--- config.mk ---
export PLATFORM = sky130hd
export DESIGN_NAME = uart_tx_ctl
export DESIGN_NICKNAME = d
export VERILOG_FILES = /design/src/rtl/uart_tx_pkg.sv /design/src/rtl/uart_tx_parity.sv /design/src/rtl/uart_tx_brk_cnt.sv /design/src/rtl/uart_tx_ctl.sv
export SDC_FILE = /design/constraint.sdc
export NUM_CORES = 1
export LEC_CHECK = 0
export BUFFER_PORTS_ARGS = -buffer_cell sky130_fd_sc_hd__buf_4
export CORE_AREA = 2 2 67 69
export DETAILED_ROUTE_END_ITERATION = 7
export DIE_AREA = 0 0 69 71
export PLACE_DENSITY_LB_ADDON = 0.05
export SLEW_MARGIN = 10
export SYNTH_ARGS = -nofsm -noshare
export SYNTH_HDL_FRONTEND = slang
export SYNTH_SLANG_ARGS = --single-unit
export TNS_END_PERCENT = 5
--- constraint.sdc ---
create_clock -name clk -period 4.8 [get_ports clk]
set_clock_uncertainty 0.05 [all_clocks]
set_input_delay 0.24 -clock clk [delete_from_list [all_inputs] [get_ports clk]]
set_output_delay 0.24 -clock clk [all_outputs]
set_load 0.01 [all_outputs]
--- src/rtl/uart_tx_pkg.sv ---
package uart_tx_pkg;
    typedef enum logic [2:0] {
        ST_IDLE,
        ST_START,
        ST_DATA,
        ST_PAR,
        ST_STOP,
        ST_BREAK,
        ST_MARK
    } tx_state_e;

    typedef enum logic [1:0] {
        PM_ODD  = 2'b00,
        PM_ZERO = 2'b01,
        PM_EVEN = 2'b10,
        PM_ONE  = 2'b11
    } par_mode_e;
endpackage

--- src/rtl/uart_tx_parity.sv ---
module uart_tx_parity #(
    parameter int DW = 8
) (
    input  logic [DW-1:0] data,
    input  logic [1:0]    mode,
    output logic          pbit
);
    import uart_tx_pkg::*;

    always_comb begin
        unique case (par_mode_e'(mode))
            PM_ODD:  pbit = ~^data;
            PM_ZERO: pbit = 1'b0;
            PM_EVEN: pbit = ^data;
            default: pbit = 1'b1;
        endcase
    end
endmodule

--- src/rtl/uart_tx_brk_cnt.sv ---
module uart_tx_brk_cnt #(
    parameter int DW = 8,
    parameter int CW = 4
) (
    input  logic          clk,
    input  logic          rst_n,
    input  logic          load,
    input  logic          tick,
    input  logic [CW-1:0] brk_chars,
    input  logic          par_en,
    output logic          done
);
    localparam int BASE = DW + 2;
    localparam int TW   = CW + $clog2(BASE + 2) + 1;

    logic [TW-1:0] cnt;
    logic [TW-1:0] chars_eff;
    logic [TW-1:0] frame_bits;

    assign chars_eff  = (brk_chars == '0) ? TW'(1) : TW'(brk_chars);
    assign frame_bits = TW'(BASE) + TW'(par_en);

    always_ff @(posedge clk or negedge rst_n) begin
        if (!rst_n) begin
            cnt <= '0;
        end else if (load) begin
            cnt <= chars_eff * frame_bits;
        end else if (tick && cnt != '0) begin
            cnt <= cnt - TW'(1);
        end
    end

    assign done = (cnt == '0);
endmodule

--- src/rtl/uart_tx_ctl.sv ---
module uart_tx_ctl #(
    parameter int DW = 8,
    parameter int CW = 4
) (
    input  logic          clk,
    input  logic          rst_n,
    input  logic          baud_tick,
    input  logic [DW-1:0] in_data,
    input  logic          in_valid,
    output logic          in_ready,
    input  logic          par_en,
    input  logic [1:0]    par_mode,
    input  logic          abort_req,
    input  logic          ins_req,
    input  logic [DW-1:0] ins_char,
    input  logic [CW-1:0] brk_chars,
    output logic          tx_line,
    output logic          busy
);
    import uart_tx_pkg::*;

    localparam int IW = (DW > 1) ? $clog2(DW) : 1;

    tx_state_e     st, st_nxt;
    logic [DW-1:0] shreg;
    logic [IW-1:0] bit_idx;
    logic          cur_par;
    logic          cur_pen;
    logic          ins_pend;
    logic [DW-1:0] ins_hold;

    logic          in_frame;
    logic          abort_now;
    logic          can_load;
    logic          load_ins;
    logic          load_dat;
    logic [DW-1:0] load_byte;
    logic          load_pbit;
    logic          brk_done;

    assign in_frame  = (st == ST_START) || (st == ST_DATA) ||
                       (st == ST_PAR)   || (st == ST_STOP);
    assign abort_now = abort_req && in_frame;
    assign can_load  = baud_tick && !abort_now &&
                       ((st == ST_IDLE) || (st == ST_STOP));
    assign load_ins  = can_load && ins_pend;
    assign in_ready  = can_load && !ins_pend;
    assign load_dat  = in_ready && in_valid;
    assign load_byte = load_ins ? ins_hold : in_data;

    uart_tx_parity #(.DW(DW)) u_par (
        .data (load_byte),
        .mode (par_mode),
        .pbit (load_pbit)
    );

    uart_tx_brk_cnt #(.DW(DW), .CW(CW)) u_brk (
        .clk       (clk),
        .rst_n     (rst_n),
        .load      (abort_now),
        .tick      (baud_tick),
        .brk_chars (brk_chars),
        .par_en    (par_en),
        .done      (brk_done)
    );

    always_comb begin
        st_nxt = st;
        unique case (st)
            ST_IDLE:  if (load_ins || load_dat) st_nxt = ST_START;
            ST_START: if (abort_now) st_nxt = ST_BREAK;
                      else if (baud_tick) st_nxt = ST_DATA;
            ST_DATA:  if (abort_now) st_nxt = ST_BREAK;
                      else if (baud_tick && bit_idx == IW'(DW - 1))
                          st_nxt = cur_pen ? ST_PAR : ST_STOP;
            ST_PAR:   if (abort_now) st_nxt = ST_BREAK;
                      else if (baud_tick) st_nxt = ST_STOP;
            ST_STOP:  if (abort_now) st_nxt = ST_BREAK;
                      else if (baud_tick)
                          st_nxt = (load_ins || load_dat) ? ST_START : ST_IDLE;
            ST_BREAK: if (baud_tick && brk_done) st_nxt = ST_MARK;
            ST_MARK:  if (baud_tick) st_nxt = ST_IDLE;
            default:  st_nxt = ST_IDLE;
        endcase
    end

    always_ff @(posedge clk or negedge rst_n) begin
        if (!rst_n) begin
            st       <= ST_IDLE;
            shreg    <= '0;
            bit_idx  <= '0;
            cur_par  <= 1'b0;
            cur_pen  <= 1'b0;
            ins_pend <= 1'b0;
            ins_hold <= '0;
        end else begin
            st <= st_nxt;
            if (load_ins || load_dat) begin
                shreg   <= load_byte;
                cur_par <= load_pbit;
                cur_pen <= par_en;
                bit_idx <= '0;
            end else if (st == ST_DATA && baud_tick && !abort_now) begin
                shreg   <= shreg >> 1;
                bit_idx <= bit_idx + IW'(1);
            end
            if (abort_now) begin
                ins_pend <= 1'b0;
            end else if (ins_req && !ins_pend) begin
                ins_pend <= 1'b1;
                ins_hold <= ins_char;
            end else if (load_ins) begin
                ins_pend <= 1'b0;
            end
        end
    end

    always_comb begin
        busy = (st != ST_IDLE);
        unique case (st)
            ST_IDLE:  tx_line = 1'b1;
            ST_START: tx_line = 1'b0;
            ST_DATA:  tx_line = shreg[0];
            ST_PAR:   tx_line = cur_par;
            ST_STOP:  tx_line = 1'b1;
            ST_BREAK: tx_line = 1'b0;
            ST_MARK:  tx_line = 1'b1;
            default:  tx_line = 1'b1;
        endcase
    end
endmodule

==> impl_metrics.yaml, run 1 <==
sta:
  hold_viol: 0
  slew_headroom_pct: 34.4
  period_share_pct: 48.2
  fmax_mhz: 432
  tns_ns: 0
  fin_crit_ns: 2.32
  tightest_slew_ns: 0.980
  setup_violations: 0
  drv_slew: 0
  finalWorstSetupSlack_ns: 2.48
  rsz0062_at_grt: "no"
logic_synthesis:
  syn_nets: 279
  ys_types: 42
  synth_flop_cell: "dfrtp_1"
  synth_area_leaders: "dfrtp_1 (38%), ha_1 (7.8%), xnor2_1 (7.4%)"
  synth_top_family_by_area: "simple AND/OR/NAND/NOR gates"
  synthArstFlopShare_pct: 100
  avgSynthCellArea_um2: 9.57
  synthSimpleGateAreaFrac_pct: 17.6
  synth_common_cells: "dfrtp_1 (34), nor2_1 (22), nand2_1 (21)"
  synth-seq-cells: 34
  syn-instance-count: 235
  synth-compound-area-share_pct: 12.3
  synthDominantCellAreaShare_pct: 37.8
  synth_area_um2: 2250
  synth_mux_area_share_pct: 10.9
  ys_warn_count: 0
  synth_fa_ha_area_share_pct: 8.68
  synth-xor-area-share_pct: 8.96
  synth_edf_count: 0
  yosysMostFrequentCell: "dfrtp_1"
  ys_seq_area_share_pct: 37.8
  yosysTopAreaCell: "dfrtp_1"
final_layout:
  fin_area_um2: 2640
  antenna_cells: 0
  drive_gt1_share_pct: 22.8
  multi_input_area_um2: 1310
  nets: 306
  filler_cell_count: 381
  seq_area_um2: 851
  syn_to_final_growth_pct: 17.6
die:
  start_util_pct: 53.5
  io_pins: 32
  die-area_um2: 4900
  fp.coreArea_um2: 4200
  fp.dieH_um: 71
  fp-row-count: 24
  die_w_um: 69
setup_path:
  crit_fanout: 15
  worstPathArrival_ns: 2.49
  crit_path_end_kind: "flip-flop"
  crit_path_start_kind: "flip-flop"
  required_ns: 4.97
  critical_path_class: "flip-flop to flip-flop"
detailed_routing:
  drtIter0Drc: 65
  via_per_inst: 5.31
  drtPass1Iterations: 5
  wl_per_cell_um: 13.2
  finalWirelength_mm: 4.15
  postRouteAntennaNets: 0
  drc: 0
  dr_total_vias: 1674
min_path:
  hp-class: "input port to flip-flop"
clocking:
  cts_buffer_depth: 2
  clk_latency_ns: 0.29
  numCtsBuffers: 5
  cts.root.buffer_cell: "clkbuf_8"
  cts_max_level: 2
  cts_tree: "yes"
  cts.clk_slew.worst_paths_ns: 0.08
  cts_setup_buffers: 0
  clock_sinks: 34
grt:
  antenna_found_initial: 0
  grt_pass1_wl_mm: 7.34
  grt_pass1_vias: 1584
  grt.overflow.total: 0
  grt_usage_pct: 18.7
  grt_max_degree: 35
place:
  hpwlAfterDp_mm: 3.09
  portBuffers: 31
  place_ws_ns: 2.43
  placed_area_um2: 2500
  place_congestion: 0.720
power_and_ir_drop:
  power.density_nw_per_um2: 565
  peakVddDrop_v: 0.000303
  leakage_uw: 0.00122
outcome:
  outcome: "finished clean"
run:
  cap_violations: 0
-- registers in the layout, summed over array words and instances, names as in the netlist --
name       count
cur_pen        1
ins_pend       1
ins_hold       8
shreg          8
cur_par        1
bit_idx        3
st             3
u_brk.cnt      9
-- final timing paths --
path | startpoint | endpoint | slack, ns | cells past startpoint
hold reg to reg | shreg[7] | shreg[7] | 0.45 | 2
setup / recovery | st[1] | cur_par | 2.48 | 6
setup reg to reg | st[1] | cur_par | 2.48 | 6
hold / removal | ins_char[0] | ins_hold[0] | 0.13 | 2
max in group asynchronous | rst_n | cur_pen | 4.02 | 2
min in group asynchronous | rst_n | bit_idx[2] | 0.38 | 2
-- stage by stage --
stage	power, uW	hold slack [ns]	utilization, %	instances
after floorplan	1040	-0.106	-	235
after global placement	1180	0.169	59.4	306
after detailed placement	1180	0.168	59.4	306
after CTS	1510	0.119	62.9	315
after global routing	1620	0.123	62.9	315
final	1490	0.125	62.9	315
-- worst max-delay path, cell delays in order (launching register included) --
cell and delay (ns):
dfrtp_1 0.52, nor2_1 0.15, nand2_1 0.08, nor2_1 0.76
mux2i_1 0.19, or3_1 0.33, a31oi_1 0.16
-- power breakdown --
group | internal (uW) | leakage [uW] | switching (uW)
Clock | 208 | 0.0000683 | 110
Combinational | 329 | 0.000736 | 290
Sequential | 419 | 0.000411 | 138
-- layer usage --
layer / part of all wire [%] / track usage (%) / vias up
met2: 42 / 26.9 / 35
met3: 5.2 / 4.99 / 6
met1: 52 / 27.5 / 753
li1: - / - / 880
met4: 1.4 / 5.88 / 0
met5: 0 / 0 / -
-- cells in the final DEF, fill, tap and decap left out, drive strengths merged, types with 2 or more instances in the layout --
cell type	Yosys	routed
dfrtp	34	34
inv	9	9
or2	2	2
nand2	21	21
nor3b	3	3
buf	4	31
xor2	4	4
clkbuf	8	5
mux2	12	12
and2	3	3
bufinv	0	2
a21oi	10	10
a31oi	4	4
o21ai	15	15
mux2i	11	11
nor2b	5	5
o311a	2	2
nand2b	2	2
nand3	3	3
nor3	6	6
nor2	22	22
xnor2	19	19
or3	5	5
ha	14	14
a211oi	4	4
-- area by class of cell --
cell class / count / area share [%]
clock buffer: 5 / 2.60
multi-input combinational: 180 / 49.7
tap: 52 / 2.46
timing repair buffer: 32 / 9.18
inverter: 9 / 1.28
clock inverter: 3 / 2.60
sequential: 34 / 32.2
-- kinds of logic after synthesis --
kind of cell	count (synthesis)
simple gates	75
flops	34
mux	23
fa+ha+maj	15
xor+xnor	23
compound gates	44
buf+inv	21
-- what timing repair did --
action                                 4_1_cts  5_1_grt
gates resized for setup                      0        0
endpoints found under the hold margin       34        0
hold buffers                                 1        0
Note: power is estimated with default switching activity, not from simulation.
==> run 2, diff against run 1 <==
--- a/config.mk
+++ b/config.mk
@@ -6,9 +6,9 @@
 export NUM_CORES = 1
 export LEC_CHECK = 0
 export BUFFER_PORTS_ARGS = -buffer_cell sky130_fd_sc_hd__buf_4
-export CORE_AREA = 2 2 67 69
+export CORE_AREA = 2 2 69 71
 export DETAILED_ROUTE_END_ITERATION = 7
-export DIE_AREA = 0 0 69 71
+export DIE_AREA = 0 0 71 73
 export PLACE_DENSITY_LB_ADDON = 0.05
 export SLEW_MARGIN = 10
 export SYNTH_ARGS = -nofsm -noshare
==> constraint.sdc (replaced) <==
create_clock -name clk -period 2 [get_ports clk]
set_clock_uncertainty 0.05 [all_clocks]
set_input_delay 0.1 -clock clk [delete_from_list [all_inputs] [get_ports clk]]
set_output_delay 0.1 -clock clk [all_outputs]
set_load 0.01 [all_outputs]
==> run 2 against run 1 <==
  * Clock power increased by 69%
  * Critical endpoint is now u_brk.cnt[7]
  * Core utilization about the same
  * Die area increased by 5.8%
  * Largest cell class unchanged
  * Power increased by 140%
  * Hold slack got worse by 0.078 ns
  * Via count increased by 9.0%
  * Combinational power increased to 2.9 times the previous value
  * Register-to-register slack got worse by 2.4 ns
  * Global-route usage increased by 0.64 points
  * Sequential share of layout area decreased by 2.3 points
  * Maximum frequency increased by 18%
==> impl_metrics.yaml, run 2 (synthesis gave the netlist of run 1 again) <==
power_and_ir_drop:
  peakVddDrop_v: 0.000675
  leakage_uw: 0.00133
  p_clk_share_pct: 15.0
  intPower_uw: 2240
  p_seq_share_pct: 35.0
  comb_power_share_pct: 49.9
  power.density_nw_per_um2: 1260
  switchingPower_uw: 1340
  switching_share_pct: 37.5
final_layout:
  largest_reg_flops: 9
  drive_gt1_share_pct: 28.5
  reg_top3: "u_brk.cnt x9, ins_hold x8, shreg x8"
  final_cell_mix: "buf_4 (51), dfrtp_1 (34), nor2_1 (21), nand2_1 (21), xnor2_1 (19)"
  final_common_cell: "buf_4"
  fin_area_um2: 2850
  final_core_util_pct: 62.9
  top_register: "u_brk.cnt"
  syn_to_final_growth_pct: 26.8
  nets: 334
  antenna_cells: 0
grt:
  grt_max_degree: 35
  grt_pass1_wl_mm: 7.98
  grt.overflow.total: 0
  antenna_found_initial: 0
  grt_pass1_vias: 1852
  grt_usage_pct: 19.3
detailed_routing:
  wl_per_cell_um: 13.3
  dr_total_vias: 1825
  drc: 0
  via_per_inst: 5.29
  drtIter0Drc: 98
  finalWirelength_mm: 4.59
  drtPass1Iterations: 4
  postRouteAntennaNets: 0
setup_path:
  crit_path_start_kind: "flip-flop"
  crit_family: "simple AND/OR/NAND/NOR gates"
  path_buf_inv: 1
  path_cells: "inv_1 > ha_1 > nand2b_1 > nor3_4 > or4_4 > or3_1 > a32oi_1"
  crit_start: "u_brk.cnt[1]"
  rrSetupSlack_ns: 0.04
  r2r_start: "u_brk.cnt[1]"
  crit_path_end_kind: "flip-flop"
  cpMaxStageDelayCell: "or4_4"
  r2r-end: "u_brk.cnt[7]"
  r2r_cells: 7
  cpPeakStageDelay_ns: 0.51
  required_ns: 2.15
  critical_path_class: "flip-flop to flip-flop"
  crit_fanout: 4
  worstPathArrival_ns: 2.11
clocking:
  cts_tree: "yes"
  numCtsBuffers: 5
  clk_latency_ns: 0.28
  clock_sinks: 34
  cts.root.buffer_cell: "clkbuf_8"
  cts.clk_slew.worst_paths_ns: 0.07
  cts_max_level: 2
  cts_buffer_depth: 2
sta:
  slew_headroom_pct: 71.4
  setup_violations: 0
  hold_viol: 0
  fmax_mhz: 511
  fin_crit_ns: 1.96
  drv_slew: 0
  tightest_slew_ns: 0.418
  rsz0062_at_grt: "yes"
  period_share_pct: 97.8
min_path:
  hp-class: "input port to flip-flop"
  holdPathStages: 3
  min_to: "ins_pend"
  holdCritStartpoint: "ins_req"
die:
  fp.dieH_um: 73
  die_w_um: 71
  io_pins: 32
  die-area_um2: 5180
  fp-row-count: 25
  start_util_pct: 49.6
  fp.coreArea_um2: 4540
place:
  hpwlAfterDp_mm: 3.49
  portBuffers: 31
  placed_area_um2: 2640
  place_congestion: 0.782
outcome:
  outcome: "finished clean"
run:
  cap_violations: 0
==> run 2: how the worst max path moves through the flow <==
stage,end,slack [ns],cells past startpoint
after CTS,u_brk.cnt[7],0.03,7
after floorplan,u_brk.cnt[6],0.0002,11
final,u_brk.cnt[7],0.04,7
after global routing,u_brk.cnt[7],-0.02,7
after detailed placement,u_brk.cnt[6],-0.15,12
after global placement,u_brk.cnt[6],-0.14,12
==> run 2: worst register-to-register path, delay by kind of cell, from the launching register on <==
family	cells	cell delay (ns)
AND/OR/NAND/NOR	4	1.04
flip-flops	1	0.35
adder cells (fa/ha/maj)	1	0.19
AO/OA/AOI/OAI	1	0.18
buffers and inverters	1	0.05
==> run 2: final cells by class <==
cell class                      count  area, um^2
Inverter                            9        33.8
Clock inverter                      2        12.5
Fill cell                         393        1680
Clock buffer                        6        82.6
Sequential cell                    34         851
Timing Repair Buffer               60         473
Tap cell                           54        67.6
Multi-Input combinational cell    180        1330
==> run 2: power groups by stage <==
stage / clock network [uW] / logic, uW / registers (uW)
2_1_floorplan: 0 / 1280 / 1220
4_1_cts: 557 / 1770 / 1260
6_report: 539 / 1790 / 1250
3_3_place_gp: 0 / 1730 / 1270
5_1_grt: 579 / 2010 / 1310
3_5_place_dp: 0 / 1750 / 1280
==> run 2: repair_timing <==
item | CTS | global route
buffers inserted | 0 | 1
endpoints found under the hold margin | 42 | 0
resized for setup | 0 | 4
hold buffers | 9 | 0
setup endpoints to repair | 0 | 5
==> run 2: metal layers <==
layer	vias to the layer above	GRT usage, %	routed length (um)
li1	931	-	-
met1	850	23.4	2060
met2	37	34.5	2300
met3	7	4.01	177
met4	0	6.08	53
met5	-	0	0
==> run 2: per-stage QoR <==
step                cells  setup WS [ns]  TNS [ns]  power [uW]  hold slack [ns]
floorplan             235       0.000163         0        2500           -0.246
global placement      327         -0.143    -0.254        3000           0.0305
detailed placement    327         -0.154    -0.387        3030           0.0304
CTS                   344         0.0317         0        3590           0.0466
global route          345        -0.0206   -0.0206        3890           0.0495
finish                345         0.0448         0        3580           0.0473
==> run 3, diff against run 2 <==
--- a/config.mk
+++ b/config.mk
@@ -7,6 +7,7 @@
 export LEC_CHECK = 0
 export BUFFER_PORTS_ARGS = -buffer_cell sky130_fd_sc_hd__buf_4
 export CORE_AREA = 2 2 69 71
+export CTS_CLUSTER_DIAMETER = 100
 export DETAILED_ROUTE_END_ITERATION = 7
 export DIE_AREA = 0 0 71 73
 export PLACE_DENSITY_LB_ADDON = 0.05
==> constraint.sdc (replaced) <==
create_clock -name clk -period 1.6 [get_ports clk]
set_clock_uncertainty 0.05 [all_clocks]
set_input_delay 0.08 -clock clk [delete_from_list [all_inputs] [get_ports clk]]
set_output_delay 0.08 -clock clk [all_outputs]
set_load 0.01 [all_outputs]
==> run 3 against run 2 <==
  * The run now ends with setup timing left
  * Critical path depth did not move
  * Final cell count grew 9.6%
  * Hold slack worse by 0.039 ns
  * Combinational power grew 72%
  * Sequential cell count unchanged
  * Clock power grew 79%
  * Via count grew 4.7%
  * Global-route usage is 1.5 points higher
  * Cell area increased by 15%
  * Count of clock-buffer cells in the layout decreased by 1
  * Core utilization increased by 9.5 points
  * Sequential power grew 21%
  * Critical path type unchanged
  * Critical endpoint unchanged
  * Largest cell class unchanged
==> impl_metrics.yaml, run 3 (synthesis gave the netlist of run 1 again) <==
outcome:
  outcome: "finished, violations left"
  violations: "setup timing"
sta:
  period_share_pct: 113
  setup_violations: 26
  drv_slew: 0
  tns_ns: -2.54
  finalWorstSetupSlack_ns: -0.210
  fin_crit_ns: 1.81
  fmax_mhz: 553
  slew_headroom_pct: 70.4
  rsz0062_at_grt: "yes"
  hold_viol: 0
  tightest_slew_ns: 0.445
grt:
  grt_usage_pct: 20.8
  grt_pass1_vias: 1953
  antenna_found_initial: 0
  grt_pass1_wl_mm: 8.47
  grt.overflow.total: 0
  grt_max_degree: 35
setup_path:
  crit_fanout: 3
  r2r_start: "u_brk.cnt[1]"
  cpPeakStageDelay_ns: 0.49
  r2r_cells: 7
  path_cells: "inv_2 > ha_4 > nand2b_4 > nor3_4 > or4_4 > or3_1 > a32oi_1"
  rrSetupSlack_ns: -0.21
  crit_path_end_kind: "flip-flop"
  worstPathArrival_ns: 1.97
  r2r-end: "u_brk.cnt[7]"
  crit_family: "simple AND/OR/NAND/NOR gates"
  cpMaxStageDelayCell: "or4_4"
  path_buf_inv: 1
  crit_cells: 7
  required_ns: 1.76
  crit_path_start_kind: "flip-flop"
  critical_path_class: "flip-flop to flip-flop"
clocking:
  cts_buffer_depth: 2
  numCtsBuffers: 5
  cts.root.buffer_cell: "clkbuf_8"
  clock_sinks: 34
  cts.clk_slew.worst_paths_ns: 0.08
  cts_tree: "yes"
  cts_max_level: 2
  clk_latency_ns: 0.29
die:
  start_util_pct: 49.6
  fp.dieH_um: 73
  die-area_um2: 5180
  fp-row-count: 25
  die_w_um: 71
  io_pins: 32
  fp.coreArea_um2: 4540
final_layout:
  largest_reg_flops: 9
  top_register: "u_brk.cnt"
  syn_to_final_growth_pct: 46.1
  final_common_cell: "buf_4"
  final_cell_mix: "buf_4 (78), dfrtp_1 (34), nand2_1 (21), nor2_1 (20), xnor2_1 (18)"
  reg_top3: "u_brk.cnt x9, ins_hold x8, shreg x8"
  antenna_cells: 0
  final_core_util_pct: 72.4
  fin_area_um2: 3280
  fin_cells: 378
  nets: 367
  drive_gt1_share_pct: 40.7
detailed_routing:
  drtIter0Drc: 86
  dr_total_vias: 1910
  wl_per_cell_um: 13.0
  drtPass1Iterations: 4
  via_per_inst: 5.05
  finalWirelength_mm: 4.93
  postRouteAntennaNets: 0
  drc: 0
place:
  placed_area_um2: 2900
  placedCellCount: 357
  place_congestion: 0.779
  portBuffers: 31
  hpwlAfterDp_mm: 3.65
power_and_ir_drop:
  power.density_nw_per_um2: 1690
  switchingPower_uw: 1920
  leakage_uw: 0.00155
  comb_power_share_pct: 55.5
  intPower_uw: 3640
  switching_share_pct: 34.5
  p_clk_share_pct: 17.4
  p_seq_share_pct: 27.2
  peakVddDrop_v: 0.00114
min_path:
  min_to: "cur_par"
  holdPathStages: 3
  hp-class: "input port to flip-flop"
  holdCritStartpoint: "par_mode[0]"
run:
  cap_violations: 0
run 3: cell types whose count changed in the layout (fill, tap and decap cells not counted), moves of 4 or more:
cell	delta
buf_6	+5
a211oi_2	+4
buf_4	+27
a211oi_1	-4
mux2_2	-7
mux2_4	+7
run 3: power by group through the flow:
stage                     clock network (uW)  registers (uW)  logic [uW]
after detailed placement                   0            1510        2740
after global placement                     0            1490        2730
after CTS                                979            1510        3080
final                                    965            1510        3080
after global routing                    1020            1560        3380
after floorplan                            0            1520        1630
run 3: cell type report:
| class | instances | area (um^2) |
|---|---|---|
| multi-input cells | 180 | 1440 |
| fillers | 338 | 1250 |
| flip-flops and latches | 34 | 851 |
| repair buffers | 93 | 752 |
| clock buffers | 5 | 68.8 |
| clock inverters | 3 | 68.8 |
| well taps | 54 | 67.6 |
| inverters | 9 | 36.3 |
run 3: worst max path at each step:
stage | from | endpoint | slack, ns
after floorplan | st[1] | ins_hold[0] | -0.27
final | u_brk.cnt[1] | u_brk.cnt[7] | -0.21
after detailed placement | par_en | u_brk.cnt[6] | -0.44
after global routing | u_brk.cnt[1] | u_brk.cnt[7] | -0.28
after global placement | par_en | u_brk.cnt[6] | -0.41
after CTS | u_brk.cnt[1] | u_brk.cnt[7] | -0.22
run 3: what timing repair did:
action | 4_1_cts | 5_1_grt
buffers inserted | 4 | 0
pin swaps | 9 | 1
resized for setup | 28 | 4
endpoints found under the setup margin | 33 | 33
hold buffers | 9 | 0
hold endpoints to repair | 42 | 0
run 3: worst reg2reg max path, cell delays in order (launching register included):
cell,delay [ns]
dfrtp_1,0.36
inv_2,0.05
ha_4,0.16
nand2b_4,0.08
nor3_4,0.05
or4_4,0.49
or3_1,0.32
a32oi_1,0.17
run 3: per-layer routing:
| layer | GRT usage, % | part of all wire [%] |
|---|---|---|
| met5 | 0 | 0 |
| met4 | 5.66 | 0.97 |
| met3 | 3.73 | 2.5 |
| met2 | 40.2 | 53 |
| met1 | 23.5 | 43 |
run 3: through the flow:
step | setup WS (ns) | total power, uW | hold slack, ns
4_1_cts | -0.224 | 5570 | 0.00133
3_5_place_dp | -0.439 | 4240 | 0.0133
3_3_place_gp | -0.407 | 4220 | 0.0113
2_1_floorplan | -0.271 | 3150 | -0.266
5_1_grt | -0.283 | 5950 | 0.0184
6_report | -0.210 | 5550 | 0.00825
